<file path="src/rtl/ecc_log_pkg.sv">
package ecc_log_pkg;
  localparam logic [7:0]  OFS_PTR  = 8'h58;
  localparam logic [7:0]  OFS_SYN  = 8'h5C;
  localparam logic [7:0]  OFS_EXT  = 8'h70;
  localparam logic [7:0]  OFS_STAT = 8'hC8;
  localparam logic [7:0]  OFS_ENA  = 8'hCA;
  localparam int          B_CE     = 0;
  localparam int          B_UE     = 1;
  localparam int          B_RFTO   = 8;
  localparam int          B_LOCK   = 9;
  localparam int          B_THERM  = 11;
  localparam logic [15:0] EVT_MASK = 16'h0B03;
endpackage

</file>
<file path="src/rtl/ecc_stat_reg.sv">
module ecc_stat_reg
  import ecc_log_pkg::*;
#(
  parameter int REG_W = 16
) (
  input  logic             clk,
  input  logic             rst,
  input  logic [REG_W-1:0] ev,
  input  logic [REG_W-1:0] clr,
  input  logic [REG_W-1:0] ena,
  output logic [REG_W-1:0] stat_q,
  output logic [REG_W-1:0] stat_post,
  output logic             serr
);
  logic [REG_W-1:0] stat_nxt;

  always_comb begin
    stat_post = stat_q & ~clr;
    stat_nxt  = (stat_post | ev) & EVT_MASK;
  end

  always_ff @(posedge clk) begin
    if (rst) begin
      stat_q <= '0;
      serr   <= 1'b0;
    end else begin
      stat_q <= stat_nxt;
      serr   <= |(stat_nxt & ~stat_q & ena);
    end
  end

  p_reserved_zero_r2: assert property (@(posedge clk) disable iff (rst)
    (stat_q & ~EVT_MASK) == '0);
  p_event_set_r2: assert property (@(posedge clk) disable iff (rst)
    ev[B_UE] |=> stat_q[B_UE]);
  p_event_wins_r4: assert property (@(posedge clk) disable iff (rst)
    (ev[B_CE] && clr[B_CE]) |=> stat_q[B_CE]);
  p_serr_cause_r10: assert property (@(posedge clk) disable iff (rst)
    serr |-> ((stat_q & ~$past(stat_q)) != '0));
endmodule

</file>
<file path="src/rtl/ecc_capture.sv">
module ecc_capture #(
  parameter int LINE_W = 26,
  parameter int SYN_W  = 8
) (
  input  logic              clk,
  input  logic              rst,
  input  logic              ce,
  input  logic              ue,
  input  logic [LINE_W-1:0] line_i,
  input  logic              chan_i,
  input  logic [SYN_W-1:0]  syn_i,
  input  logic [1:0]        logged,
  output logic [LINE_W-1:0] line_q,
  output logic              chan_q,
  output logic [SYN_W-1:0]  syn_q
);
  logic take;

  always_comb begin
    if (ue) take = !logged[1];
    else    take = ce && (logged == 2'b00);
  end

  always_ff @(posedge clk) begin
    if (rst) begin
      line_q <= '0;
      chan_q <= 1'b0;
      syn_q  <= '0;
    end else if (take) begin
      line_q <= line_i;
      chan_q <= chan_i;
      syn_q  <= syn_i;
    end
  end

  p_ue_keeps_r8: assert property (@(posedge clk) disable iff (rst)
    logged[1] |=> ($stable(syn_q) && $stable(line_q) && $stable(chan_q)));
  p_ce_no_take_r8: assert property (@(posedge clk) disable iff (rst)
    (!ue && logged != 2'b00) |=> $stable(line_q));
endmodule

</file>
<file path="src/rtl/ecc_reg_port.sv">
module ecc_reg_port
  import ecc_log_pkg::*;
#(
  parameter int LINE_W = 26,
  parameter int SYN_W  = 8,
  parameter int REG_W  = 16,
  parameter int RD_W   = 32
) (
  input  logic              clk,
  input  logic              rst,
  input  logic              wr_en,
  input  logic              rd_en,
  input  logic [7:0]        reg_addr,
  input  logic [REG_W-1:0]  wr_data,
  input  logic [REG_W-1:0]  stat_q,
  input  logic [LINE_W-1:0] line_q,
  input  logic              chan_q,
  input  logic [SYN_W-1:0]  syn_q,
  output logic [REG_W-1:0]  clr,
  output logic [REG_W-1:0]  ena_q,
  output logic [RD_W-1:0]   rd_data,
  output logic              rd_valid
);
  localparam int LO_W = LINE_W - 1;
  logic [RD_W-1:0] rd_mux;

  always_comb begin
    clr = (wr_en && reg_addr == OFS_STAT) ? (wr_data & EVT_MASK) : '0;
    unique case (reg_addr)
      OFS_PTR:  rd_mux = RD_W'({line_q[LO_W-1:0], 6'b0, chan_q});
      OFS_SYN:  rd_mux = RD_W'(syn_q);
      OFS_EXT:  rd_mux = RD_W'(line_q[LINE_W-1]);
      OFS_STAT: rd_mux = RD_W'(stat_q);
      OFS_ENA:  rd_mux = RD_W'(ena_q);
      default:  rd_mux = '0;
    endcase
  end

  always_ff @(posedge clk) begin
    if (rst) begin
      ena_q    <= '0;
      rd_data  <= '0;
      rd_valid <= 1'b0;
    end else begin
      if (wr_en && reg_addr == OFS_ENA) ena_q <= wr_data & EVT_MASK;
      rd_valid <= rd_en;
      if (rd_en) rd_data <= rd_mux;
    end
  end

  p_rd_valid_r11: assert property (@(posedge clk) disable iff (rst)
    rd_en |=> rd_valid);
  p_ena_mask_r9: assert property (@(posedge clk) disable iff (rst)
    (ena_q & ~EVT_MASK) == '0);
endmodule

</file>
<file path="src/rtl/ecc_err_log.sv">
module ecc_err_log
  import ecc_log_pkg::*;
#(
  parameter int ADDR_W  = 33,
  parameter int GRAIN_L = 7,
  parameter int SYN_W   = 8,
  parameter int REG_W   = 16,
  parameter int RD_W    = 32,
  localparam int LINE_W = ADDR_W - GRAIN_L
) (
  input  logic              clk,
  input  logic              rst,
  input  logic              ce_evt,
  input  logic              ue_evt,
  input  logic [LINE_W-1:0] err_line,
  input  logic              err_chan,
  input  logic [SYN_W-1:0]  err_syn,
  input  logic              rfto_evt,
  input  logic              lock_evt,
  input  logic              therm_evt,
  input  logic              wr_en,
  input  logic              rd_en,
  input  logic [7:0]        reg_addr,
  input  logic [REG_W-1:0]  wr_data,
  output logic [RD_W-1:0]   rd_data,
  output logic              rd_valid,
  output logic              serr
);
  logic [REG_W-1:0]  ev, clr, ena_q, stat_q, stat_post;
  logic [LINE_W-1:0] line_q;
  logic              chan_q;
  logic [SYN_W-1:0]  syn_q;

  always_comb begin
    ev          = '0;
    ev[B_CE]    = ce_evt;
    ev[B_UE]    = ue_evt;
    ev[B_RFTO]  = rfto_evt;
    ev[B_LOCK]  = lock_evt;
    ev[B_THERM] = therm_evt;
  end

  ecc_stat_reg #(.REG_W(REG_W)) u_stat (
    .clk(clk), .rst(rst), .ev(ev), .clr(clr), .ena(ena_q),
    .stat_q(stat_q), .stat_post(stat_post), .serr(serr)
  );

  ecc_capture #(.LINE_W(LINE_W), .SYN_W(SYN_W)) u_cap (
    .clk(clk), .rst(rst), .ce(ce_evt), .ue(ue_evt),
    .line_i(err_line), .chan_i(err_chan), .syn_i(err_syn),
    .logged(stat_post[1:0]),
    .line_q(line_q), .chan_q(chan_q), .syn_q(syn_q)
  );

  ecc_reg_port #(.LINE_W(LINE_W), .SYN_W(SYN_W), .REG_W(REG_W), .RD_W(RD_W)) u_port (
    .clk(clk), .rst(rst), .wr_en(wr_en), .rd_en(rd_en), .reg_addr(reg_addr),
    .wr_data(wr_data), .stat_q(stat_q), .line_q(line_q), .chan_q(chan_q),
    .syn_q(syn_q), .clr(clr), .ena_q(ena_q), .rd_data(rd_data), .rd_valid(rd_valid)
  );

  p_rst_quiet_r1: assert property (@(posedge clk) rst |=> (!serr && !rd_valid));
endmodule

</file>
<file path="config.mk">
export PLATFORM = sky130hd
export DESIGN_NAME = ecc_err_log
export DESIGN_NICKNAME = d
export VERILOG_FILES = /design/src/rtl/ecc_log_pkg.sv /design/src/rtl/ecc_stat_reg.sv /design/src/rtl/ecc_capture.sv /design/src/rtl/ecc_reg_port.sv /design/src/rtl/ecc_err_log.sv
export SDC_FILE = /design/constraint.sdc
export NUM_CORES = 1
export LEC_CHECK = 0
export CAP_MARGIN = 20
export CORE_MARGIN = 5
export CORE_UTILIZATION = 66
export DETAILED_ROUTE_END_ITERATION = 12
export DONT_BUFFER_PORTS = 1
export PLACE_DENSITY = 0.91
export SLEW_MARGIN = 25
export SYNTH_ARGS = -nofsm -noshare
export SYNTH_HDL_FRONTEND = slang
export SYNTH_HIERARCHICAL = 1
export SYNTH_SLANG_ARGS = --single-unit
</file>
<file path="constraint.sdc">
create_clock -name clk -period 3.1 [get_ports clk]
set_clock_uncertainty 0.1 [all_clocks]
set_input_delay 0.155 -clock clk [delete_from_list [all_inputs] [get_ports clk]]
set_output_delay 0.155 -clock clk [all_outputs]
set_load 0.005 [all_outputs]
</file>
Yosys cells after proc, flatten, opt, wreduce, memory -nomap -nowiden
Cells that the tools add are included.

operators by class
  equal/unequal tests = 5
  muxes and demuxes = 3
  bitwise logic cells = 6
  reductions and logical operators = 6

operator list
  kind                                                              count
  32-bit one-hot mux with 5 select lines                            1
  8-bit by 7-bit == test with 1-bit output (second input constant)  3
  12-bit by 16-bit bitwise AND with 16-bit output                   1
  16-bit by 12-bit bitwise AND with 16-bit output                   1
  8-bit == test (second input constant)                             2
  12-bit NOT with 16-bit output                                     1
  16-bit OR reduction                                               1
  12-bit bitwise AND                                                1
  12-bit 2-to-1 mux                                                 1
  12-bit NOT                                                        1
  12-bit OR                                                         1
  1-bit logical AND                                                 3
  2-bit zero test                                                   1
  1-bit zero test                                                   1
  1-bit 2-to-1 mux                                                  1

storage, ports and cells
  flip-flop bits (word level) = 79
  bits of input ports = 68
  output and inout port bits = 34
  word-level logic and storage cells = 28

Logic depth before layout (Yosys ltp)
  word-level depth = 9
  depth in mapped cells = 12
  mapped depth without buffers = 7

By module
The synthesis kept the hierarchy.

by module, submodules not included
  module        instances  cells each  area an instance (um^2)  seq. area each (um^2)
  ecc_reg_port  1          204         1930.6                   760.7
  ecc_capture   1          154         1612.8                   700.7
  ecc_stat_reg  1          51          412.9                    120.1
  ecc_err_log   1          1           3.8                      0.0

Worst setup path before layout
No wires, ideal clock.

  path type = input to register
  start point = in reg_addr[1]
  end point = reg u_cap.line_q[0]
  setup time = 72 ps
  arrival time = 1962 ps
  data required time = 2928 ps
  path slack = 966 ps
  cell stages on the path = 12
  path buffers = 5
  cells stage by stage = buf_6 > nor4b_4 > and2_0 > buf_4 > buf_4 > and3_1 > nor2b_1 > nand2b_4 > a21oi_2 > buf_6 > buf_12 > mux2i_1

on the way
  word-level cells in the longest chain between the ends = 8
  elaborated cells between the ends (all ways) = 9
  classes of those cells = eq/ne: 1; mux: 2; bitwise: 2; reduce/logical: 4

ends and longest elaborated chain
  item                  RTL line            source
  from (decl)           ecc_err_log.sv:23   input logic [7:0] reg_addr,
  8-bit == test         ecc_reg_port.sv:28  clr = (wr_en && reg_addr == OFS_STAT) ? (wr_data & EVT_MASK) : '0;
  1-bit logical AND     ecc_reg_port.sv:28
  12-bit 2-to-1 mux     ecc_reg_port.sv:28
  via clr[0]            ecc_err_log.sv:29   logic [REG_W-1:0] ev, clr, ena_q, stat_q, stat_post;
  12-bit NOT            ecc_stat_reg.sv:18  stat_post = stat_q & ~clr;
  12-bit bitwise AND    ecc_stat_reg.sv:18
  via stat_post[0]      ecc_err_log.sv:29
  2-bit zero test       ecc_capture.sv:21   else take = ce && (logged == 2'b00);
  1-bit logical AND     ecc_capture.sv:21
  1-bit 2-to-1 mux      ecc_capture.sv:20   if (ue) take = !logged[1];
  to (signal assigned)  ecc_capture.sv:30   line_q <= line_i;
  to (decl)             ecc_capture.sv:13   output logic [LINE_W-1:0] line_q,

The timed path passes the listed nets, and every way through them passes these cells.
A chain may end at the register's enable or synchronous reset.

Final worst setup path
  start point = in reg_addr[5]
  end point = reg u_cap.line_q[5]

The elaborated chain is that of the path after synthesis.

==> results.sh <==
export IMPL_finalHoldViolCount=0
export IMPL_rsz0062_at_grt="no"
export IMPL_power_leakage_uw=0.00170
export IMPL_power_density_mw_per_mm2=510
export IMPL_holdWs_ps=27.4
export IMPL_grt_antenna_before_repair=0
export IMPL_globalplace_congestion=0.817
export IMPL_clkTransAtPathRegs_ps=80
export IMPL_grt_ovfl_total=0
export IMPL_start_util=0.677
export IMPL_grt_max_degree=100
export IMPL_ys_warnings_count=6
export IMPL_p_total_uw=2230
export IMPL_drive_above_1_share=0.0789
export IMPL_drt_iter0_drc=185
export IMPL_io_buffers=0
export IMPL_crit_chain="nor4bb_1 > buf_4 > and2_0 > and3_1 > nor2b_1 > nand2b_4 > a21oi_4 > buf_4 > mux2i_1"
export IMPL_grt_pass1_vias=2950
export IMPL_ir_drop_v=0.000390
export IMPL_fmax_mhz=477
export IMPL_diodes=0
export IMPL_worstPathArrival_ps=2260
export IMPL_path_class="in2reg"
export IMPL_die_height_um=84.9
export IMPL_rr_worst_depth=5
export IMPL_numCtsBuffers=9
export IMPL_relSlewSlack=0.563
export IMPL_worst_setup_path_end_kind="register"
export IMPL_rrSetupSlack_ps=1340
export IMPL_wire_per_inst_um=18.1
export IMPL_grt_pass1_wl_um=14800
export IMPL_synthCells=375
export IMPL_post_place_ws_ps=693
export IMPL_core_sq_mm=0.00547
export IMPL_grtUsageTotal=0.256
export IMPL_layout_cells_non_filler=490
export IMPL_synth_area_sq_mm=0.00370
export IMPL_via_per_inst=5.76
export IMPL_tns_ps=0
export IMPL_path_common_cell="buf_4"
export IMPL_slew_viol_final=0
export IMPL_worstHoldPathCells=3
export IMPL_pin_count=102
export IMPL_crit_fanout=35
export IMPL_min_to="u_port/rd_data[8]"
export IMPL_dieArea_sq_mm=0.00721
export IMPL_wl_um=8870
export IMPL_r2r_start="u_stat/stat_q[0]"
export IMPL_crit_required_ps=3260
export IMPL_rr_endpoint="u_cap/line_q[5]"
export IMPL_max_stage_delay_ps=520
export IMPL_root_buffer="clkbuf_8"
export IMPL_die_x_um=84.9
export IMPL_rows=27
export IMPL_area_growth_syn_to_layout_pct=18.0
export IMPL_tightest_slew_ps=655
export IMPL_drv_cap=0
export IMPL_hp_start="reg_addr[1]"
export IMPL_start_kind="primary input"
export IMPL_dr_total_vias=2823
export IMPL_final_antenna_net_count=0
export IMPL_drc=0
export IMPL_fin_crit_sh=0.677
export IMPL_dp_cells=423
export IMPL_nets=481
export IMPL_cts_sinks=79
export IMPL_hpwlAfterDp_um=5140
export IMPL_avgSynthCellArea_sq_um=9.88
export IMPL_clk_latency_ps=340
export IMPL_htree_levels=3
export IMPL_status="complete, no violations"
export IMPL_cp_slowest_cell="buf_4"
export IMPL_fin_crit_ps=2100
export IMPL_setup_slack_ps=1000
export IMPL_worstHoldPathType="in2reg"
export IMPL_post_cts_buffers=0
export IMPL_setup_viol=0
export IMPL_cts_tree="yes"
export IMPL_firstDrtPassIters=4
export IMPL_clockBufferDepth=2
==> sequential cells by signal, summed over array words and instances (netlist names) <==
signal and flops:
u_cap/chan_q 1, u_cap/syn_q 8, u_port/ena_q 5, u_stat/stat_q 5, u_stat/serr 1, u_cap/line_q 26, u_port/rd_data 32, u_port/rd_valid 1
==> where the power goes <==
part	total (uW)	switching, uW	internal [uW]
combinational	210	93.9	116
clock	940	362	579
sequential	1080	25.1	1060
total	2230	481	1750
==> placed cells by master (no fill, tap or decap), drive strengths merged <==
cell type,instances
nand3b,4
nor3b,4
nand3,20
o2111ai,1
conb,11
inv,2
and3,5
dfxtp,79
nand4,4
dlygate4sd3,49
a41oi,1
bufinv,3
nor4bb,1
o2bb2ai,1
a22oi,4
buf,5
clkinv,2
a22o,25
nand2,3
nor2,17
a21boi,1
nand2b,87
a311oi,1
mux2i,40
mux2,1
and2,2
o22a,1
a32o,2
nor4b,2
clkbuf,11
nor2b,7
o21ai,3
and4,1
a31o,1
a21oi,17
==> stage by stage <==
stage	util	cell area, sq um
global placement	0.656	3590
CTS	0.797	4360
detailed placement	0.656	3590
floorplan	-	3740
finish	0.799	4370
global route	0.799	4370
==> area by class of cell <==
class / instances / area [sq um]
clock buffers: 11 / 151
clock inverters: 5 / 104
fillers: 328 / 1100
inverters: 2 / 7.51
multi-input cells: 267 / 1890
flip-flops and latches: 79 / 1580
well taps: 72 / 90.1
repair buffers: 54 / 546
==> worst max path at each step <==
stage	slack (ps)	startpoint	end
after global routing	890	reg_addr[5]	u_cap/line_q[2]
after CTS	1010	rd_en	u_port/rd_data[15]
after detailed placement	690	reg_addr[5]	u_cap/line_q[17]
final	1000	reg_addr[5]	u_cap/line_q[5]
after global placement	760	reg_addr[5]	u_cap/line_q[21]
after floorplan	970	reg_addr[1]	u_cap/line_q[0]
==> critical path: cells and delay by family <==
family | cells | cell delay [ps]
mux | 1 | 270
simple gates | 5 | 960
compound gates | 1 | 140
buf+inv | 2 | 720
==> per-layer routing <==
metal | track usage | part of all wire
met5 | 0 | 0
met4 | 0.0950 | 0.028
met1 | 0.277 | 0.39
met3 | 0.110 | 0.082
met2 | 0.446 | 0.50
==> what timing repair did <==
action                                 in CTS  in global routing
resized for setup                           0                  0
hold buffers                               50                  1
endpoints found under the hold margin      64                  1
Power figures use the tool's default switching activity.
